File: src/rtl/l2_evmon_pkg.sv
package l2_evmon_pkg;
  localparam int DATA_W = 32;
  localparam int SRC_W  = 4;
  localparam int IRQ_W  = 2;
  localparam int N_EVT  = 15;
  localparam int N_CNT  = 2;
  localparam int ADDR_W = 12;
  localparam int STRIDE = 4;

  localparam logic [ADDR_W-1:0] CTRL_OFS = 12'h200;
  localparam logic [ADDR_W-1:0] CFG0_OFS = 12'h208;
  localparam logic [ADDR_W-1:0] VAL0_OFS = 12'h210;

  typedef struct packed {
    logic [SRC_W-1:0] src;
    logic [IRQ_W-1:0] irq;
  } cfg_t;

  localparam int CFG_W = $bits(cfg_t);

  // Saturating increment: all-ones is sticky.
  function automatic logic [DATA_W-1:0] sat_inc(input logic [DATA_W-1:0] v,
                                                input logic step);
    if (step && (v != {DATA_W{1'b1}})) return v + 1'b1;
    return v;
  endfunction

  // Per-counter registers descend: higher index sits at lower offset.
  function automatic logic [ADDR_W-1:0] cfg_ofs(input int idx);
    return CFG0_OFS - ADDR_W'(STRIDE * idx);
  endfunction

  function automatic logic [ADDR_W-1:0] val_ofs(input int idx);
    return VAL0_OFS - ADDR_W'(STRIDE * idx);
  endfunction
endpackage

File: src/rtl/l2_evmon_srcsel.sv
module l2_evmon_srcsel
  import l2_evmon_pkg::*;
#(
  parameter int NE = N_EVT,
  parameter int SW = SRC_W
) (
  input  logic [SW-1:0] src,
  input  logic [NE-1:0] evt,
  output logic          hit
);
  // Code 0 selects nothing; code k selects evt[k-1].
  always_comb begin
    hit = 1'b0;
    for (int k = 1; k <= NE; k++) begin
      if (src == SW'(k)) hit = evt[k-1];
    end
  end
endmodule

File: src/rtl/l2_evmon_cfgreg.sv
module l2_evmon_cfgreg
  import l2_evmon_pkg::*;
(
  input  logic              clk,
  input  logic              rst_n,
  input  logic              wr,
  input  logic [DATA_W-1:0] wdata,
  output cfg_t              cfg
);
  always_ff @(posedge clk or negedge rst_n) begin
    if (!rst_n)  cfg <= '0;
    else if (wr) cfg <= wdata[CFG_W-1:0];
  end

  p_cfg_hold_r9: assert property (@(posedge clk) disable iff (!rst_n)
    !wr |=> $stable(cfg));
endmodule

File: src/rtl/l2_evmon_counter.sv
module l2_evmon_counter
  import l2_evmon_pkg::*;
(
  input  logic              clk,
  input  logic              rst_n,
  input  logic              load,
  input  logic [DATA_W-1:0] load_val,
  input  logic              step,
  output logic [DATA_W-1:0] value
);
  logic [DATA_W-1:0] nxt;
  logic              at_max;

  assign at_max = (value == {DATA_W{1'b1}});

  always_comb begin
    if (load) nxt = load_val;
    else      nxt = sat_inc(value, step);
  end

  always_ff @(posedge clk or negedge rst_n) begin
    if (!rst_n) value <= '0;
    else        value <= nxt;
  end

  p_sat_hold_r3: assert property (@(posedge clk) disable iff (!rst_n)
    (!load && at_max) |=> at_max);
  p_load_wins_r8: assert property (@(posedge clk) disable iff (!rst_n)
    load |=> (value == $past(load_val)));
  p_idle_hold_r5: assert property (@(posedge clk) disable iff (!rst_n)
    (!load && !step) |=> $stable(value));
  p_one_step_r6: assert property (@(posedge clk) disable iff (!rst_n)
    !load |=> ((value == $past(value)) || (value == $past(value) + 1'b1)));
endmodule

File: src/rtl/l2_evmon.sv
module l2_evmon
  import l2_evmon_pkg::*;
(
  input  logic              clk,
  input  logic              rst_n,
  input  logic              reg_wr,
  input  logic [ADDR_W-1:0] reg_addr,
  input  logic [DATA_W-1:0] reg_wdata,
  output logic [DATA_W-1:0] reg_rdata,
  input  logic [N_EVT-1:0]  evt_pulse
);
  logic              run_q;
  logic              ctrl_wr;
  cfg_t              cfg_q   [N_CNT];
  logic [DATA_W-1:0] cnt_val [N_CNT];
  logic [N_CNT-1:0]  cfg_wr;
  logic [N_CNT-1:0]  val_wr;
  logic [N_CNT-1:0]  src_hit;
  logic [N_CNT-1:0]  cnt_step;

  assign ctrl_wr = reg_wr && (reg_addr == CTRL_OFS);

  always_ff @(posedge clk or negedge rst_n) begin
    if (!rst_n)       run_q <= 1'b0;
    else if (ctrl_wr) run_q <= reg_wdata[0];
  end

  for (genvar i = 0; i < N_CNT; i++) begin : g_cnt
    assign cfg_wr[i] = reg_wr && (reg_addr == cfg_ofs(i));
    assign val_wr[i] = reg_wr && (reg_addr == val_ofs(i));

    l2_evmon_cfgreg i_cfg (
      .clk   (clk),
      .rst_n (rst_n),
      .wr    (cfg_wr[i]),
      .wdata (reg_wdata),
      .cfg   (cfg_q[i])
    );

    l2_evmon_srcsel #(.NE(N_EVT), .SW(SRC_W)) i_sel (
      .src (cfg_q[i].src),
      .evt (evt_pulse),
      .hit (src_hit[i])
    );

    assign cnt_step[i] = run_q && src_hit[i];

    l2_evmon_counter i_ctr (
      .clk      (clk),
      .rst_n    (rst_n),
      .load     (val_wr[i]),
      .load_val (reg_wdata),
      .step     (cnt_step[i]),
      .value    (cnt_val[i])
    );

    p_no_run_hold_r4: assert property (@(posedge clk) disable iff (!rst_n)
      (!run_q && !val_wr[i]) |=> $stable(cnt_val[i]));
    p_src_off_hold_r5: assert property (@(posedge clk) disable iff (!rst_n)
      (cfg_q[i].src == '0 && !val_wr[i]) |=> $stable(cnt_val[i]));
  end

  always_comb begin
    reg_rdata = '0;
    if (reg_addr == CTRL_OFS) reg_rdata[0] = run_q;
    for (int i = 0; i < N_CNT; i++) begin
      if (reg_addr == cfg_ofs(i)) reg_rdata[CFG_W-1:0] = cfg_q[i];
      if (reg_addr == val_ofs(i)) reg_rdata = cnt_val[i];
    end
  end

  p_run_hold_r9: assert property (@(posedge clk) disable iff (!rst_n)
    !ctrl_wr |=> $stable(run_q));
  p_one_target_r2: assert property (@(posedge clk) disable iff (!rst_n)
    $onehot0({ctrl_wr, cfg_wr, val_wr}));
endmodule

File: config.mk
export PLATFORM = sky130hd
export DESIGN_NAME = l2_evmon
export DESIGN_NICKNAME = d
export VERILOG_FILES = /design/src/rtl/l2_evmon_pkg.sv /design/src/rtl/l2_evmon_srcsel.sv /design/src/rtl/l2_evmon_cfgreg.sv /design/src/rtl/l2_evmon_counter.sv /design/src/rtl/l2_evmon.sv
export SDC_FILE = /design/constraint.sdc
export NUM_CORES = 1
export LEC_CHECK = 0
export BUFFER_PORTS_ARGS = -buffer_cell sky130_fd_sc_hd__buf_2
export CAP_MARGIN = 20
export CORE_MARGIN = 8
export CORE_UTILIZATION = 55
export CTS_CLUSTER_DIAMETER = 30
export DETAILED_ROUTE_END_ITERATION = 10
export HOLD_SLACK_MARGIN = 0.1
export PLACE_DENSITY_LB_ADDON = 0.15
export SYNTH_ARGS = -nofsm -noshare
export SYNTH_HDL_FRONTEND = slang
export SYNTH_SLANG_ARGS = --single-unit
File: constraint.sdc
create_clock -name clk -period 3.2 [get_ports clk]
set_input_delay 0.16 -clock clk [delete_from_list [all_inputs] [get_ports clk]]
set_output_delay 0.16 -clock clk [all_outputs]
set_load 0.005 [all_outputs]
==> flow_summary_export.csv <==
group,metric,value,unit
critical_path,endpoint_kind,"flop",
clock_network,clockRootBuffer,"clkbuf_8",
critical_path,path_max_fanout,13,
global_route,overflow,0,
detailed_routing,dr.first_iter.drc_count,311,
critical_path,cp_slowest_cell,"dfrtp_1",
critical_path,crit_required,3430,ps
power,pwr-share-clk,43.0,%
timing,timing.final.crit_share,89.3,%
global_route,grt_use_total,24.7,%
clock_network,cts_tree,"done",
clock_network,cts.path.max_buffers,2,
clock_network,h-tree-depth,3,
detailed_routing,top_layer,"met4",
place,place_congestion,0.890,
timing,tightest_slew,765,ps
synth,synth_top_family_by_area,"simple AND/OR/NAND/NOR gates",
global_route,antenna_found_initial,0,
detailed_routing,drc,0,
critical_path,path_cells,"mux2i_1 > mux4_2 > o32ai_4 > and2_1 > buf_4 > nand4_1 > xor2_1 > o21ai_1",
clock_network,numClockSinks,77,
critical_path,reg2reg_depth,8,
synth,synth_cell_types,52,
synth,synth_xor_xnor_area_share,10.3,%
power,p_sw,0.461,mW
synth,synthCells,593,
critical_path,arrival,3090,ps
finish,antenna_cells,0,
global_route,grt_max_degree,36,
critical_path,worstSetupPathType,"reg -> reg",
die,initial_utilization,56.0,%
die,pin_count,94,
global_route,grt_pass1_vias,5143,
finish,fillers,745,
timing,whs,205,ps
die,core,0.00911,sq mm
hold_path,hold-path-endpoint,"run_q",
place,dp_hpwl,11100,um
die,dieArea,0.0126,sq mm
synth,seq_area_frac_synth,37.8,%
detailed_routing,first_pass_iters,4,
detailed_routing,viasPerCell,6.15,
detailed_routing,dr_wl_met3,1130,um
synth,synth_compound_area_share,16.6,%
detailed_routing,drt-total-wl,15300,um
power,p_sw_share,23.4,%
power,powerDensity,314,mW/mm^2
hold_path,holdCritStartpoint,"reg_wr",
die,row_count,35,
timing,rsz0062_at_grt,"no",
synth,synth_simple_gate_area_share,25.2,%
hold_path,hp-class,"in -> reg",
power,p_leak,2.75,nW
timing,slew_headroom,48.9,%
clock_network,cts_buffers,9,
timing,tns,0,ps
clock_network,clk_latency,360,ps
detailed_routing,met2WireLength,7270,um
synth,synth-edff-count,0,
synth,synthArstFlopShare,100,%
power,seq_power_share,50.0,%
critical_path,critPathMaxStageDelay,620,ps
synth,synthAdderAreaFrac,0.491,%
critical_path,r2r-end,"g_cnt[1].i_ctr.value[4]",
job,maxCapViolations,0,
critical_path,cp-start-kind,"flop",
finish,area_growth,22.9,%
timing,fin_crit,2860,ps
timing,finalHoldViolCount,0,
place,io_buffers,93,
finish,final_area,0.00627,sq mm
synth,syn_area,0.00510,sq mm
die,die-height,112,um
synth,synthMuxAreaShare,6.16,%
critical_path,r2r_slack,340,ps
detailed_routing,ant_nets,0,
clock_network,cts_setup_buffers,0,
synth,synth-seq-cells,77,
power,p_int,1.51,mW
finish,drive_gt1_share,21.7,%
power,peakVddDrop,221,uV
global_route,grt_pass1_wl,25500,um
place,place_area,0.00571,sq mm
critical_path,r2r_start,"g_cnt[1].i_cfg.cfg[2]",
synth,synth-main-ff-cell,"dfrtp_1",
finish,final_nets,779,
detailed_routing,vias,5108,
timing,fmax,350,MHz
synth,synth_nets,657,
timing,fin_worst_skew,12.6,ps
timing,setup_violations,0,
synth,yosys_warnings,0,
die,die_x,112,um
timing,drv_slew,0,
synth,avgSynthCellArea,8.60,sq um
power,finalPower,1.97,mW
detailed_routing,wl_met1,6520,um
hold_path,holdPathStages,3,
detailed_routing,routedWlPerCell,18.5,um
run_status,status,"finished clean",
power,pwr-share-comb,7.0,%
clock_network,path_clk_slew,80,ps
layout by cell type (no fill, tap or decap), types with 17 or more instances in the layout:
cell type	count
xor2_1	44
a21oi_1	17
dfrtp_1	77
buf_2	93
a22o_1	26
nand3_1	43
nand4_1	28
nand2_1	84
dlygate4sd3_1	33
nor2_1	40
o21ai_1	47
metal layers:
metal,vias to the layer above,global-route usage (%)
met5,-,0
met4,0,10.4
met3,37,5.96
met2,209,38.7
met1,2491,31.8
li1,2371,-
critical path, delay by kind of cell, from the launching register on:
family | cells | cell delay (ps)
compound gates | 2 | 440
xor+xnor | 1 | 180
buf+inv | 1 | 240
flops | 1 | 620
mux | 2 | 640
simple gates | 2 | 620
power by group through the flow:
stage / registers [mW] / clock network, mW / logic, mW
2_1_floorplan: 1.00 / 0 / 0.0275
3_3_place_gp: 1.00 / 0 / 0.104
3_5_place_dp: 1.00 / 0 / 0.106
4_1_cts: 0.984 / 0.853 / 0.137
5_1_grt: 0.985 / 0.903 / 0.151
6_report: 0.984 / 0.847 / 0.138
kinds of logic after synthesis:
group                    count (synthesis)
flip-flops                              77
XOR/XNOR                                60
multiplexers                            27
buffers and inverters                   41
adder cells (fa/ha/maj)                  2
AO/OA/AOI/OAI                          125
AND/OR/NAND/NOR                        261
cell type report:
| cell class | count | area (sq um) | area share (%) |
|---|---|---|---|
| repair buffers | 141 | 921 | 14.7 |
| well taps | 111 | 139 | 2.22 |
| multi-input cells | 475 | 3010 | 48.1 |
| clock inverters | 5 | 83.8 | 1.34 |
| flip-flops and latches | 77 | 1930 | 30.7 |
| inverters | 11 | 41.3 | 0.659 |
| clock buffers | 11 | 141 | 2.26 |
flip-flops by register name (all words and copies together) (netlist names):
| signal | flops |
|---|---|
| g_cnt.i_cfg.cfg | 12 |
| g_cnt.i_ctr.value | 64 |
| run_q | 1 |
metrics by stage:
step	cells	util, %	setup slack [ps]
after floorplan	593	-	804
after global placement	782	62.7	542
after detailed placement	782	62.7	367
after CTS	831	68.8	348
after global routing	831	68.8	164
final	831	68.8	342
Yosys cell counts (4+ instances only):
cell	number	area (sq um)
o22ai_1	6	37.5
clkbuf_1	15	56.3
and2_1	8	50.1
a21oi_1	17	85.1
a22o_1	26	228
nor2_1	42	158
and4_1	6	52.6
mux2i_1	10	100
o21ai_1	47	235
and3_1	12	75.1
inv_1	11	41.3
o21ai_0	5	25.0
mux2_2	15	169
nand2_1	84	315
nand4_1	28	175
a21boi_0	5	37.5
xnor2_1	16	140
xor2_1	44	385
buf_2	11	55.1
nand2b_1	4	25.0
nand3_1	43	215
dfrtp_1	77	1930
nor3_1	17	85.1
timing repair:
action	in CTS	in global routing
endpoints found under the hold margin	82	0
hold buffers	33	0
gates resized for setup	0	0
worst max path at each step:
stage	from	slack (ps)	to	cells after the start
3_5_place_dp	g_cnt[1].i_cfg.cfg[2]	370	g_cnt[1].i_ctr.value[5]	8
4_1_cts	g_cnt[1].i_cfg.cfg[2]	350	g_cnt[1].i_ctr.value[5]	8
6_report	g_cnt[1].i_cfg.cfg[2]	340	g_cnt[1].i_ctr.value[4]	8
5_1_grt	g_cnt[1].i_cfg.cfg[2]	160	g_cnt[1].i_ctr.value[5]	8
2_1_floorplan	g_cnt[0].i_ctr.value[7]	800	g_cnt[0].i_ctr.value[24]	7
3_3_place_gp	g_cnt[1].i_cfg.cfg[2]	540	g_cnt[1].i_ctr.value[5]	8
Power figures use the tool's default switching activity.
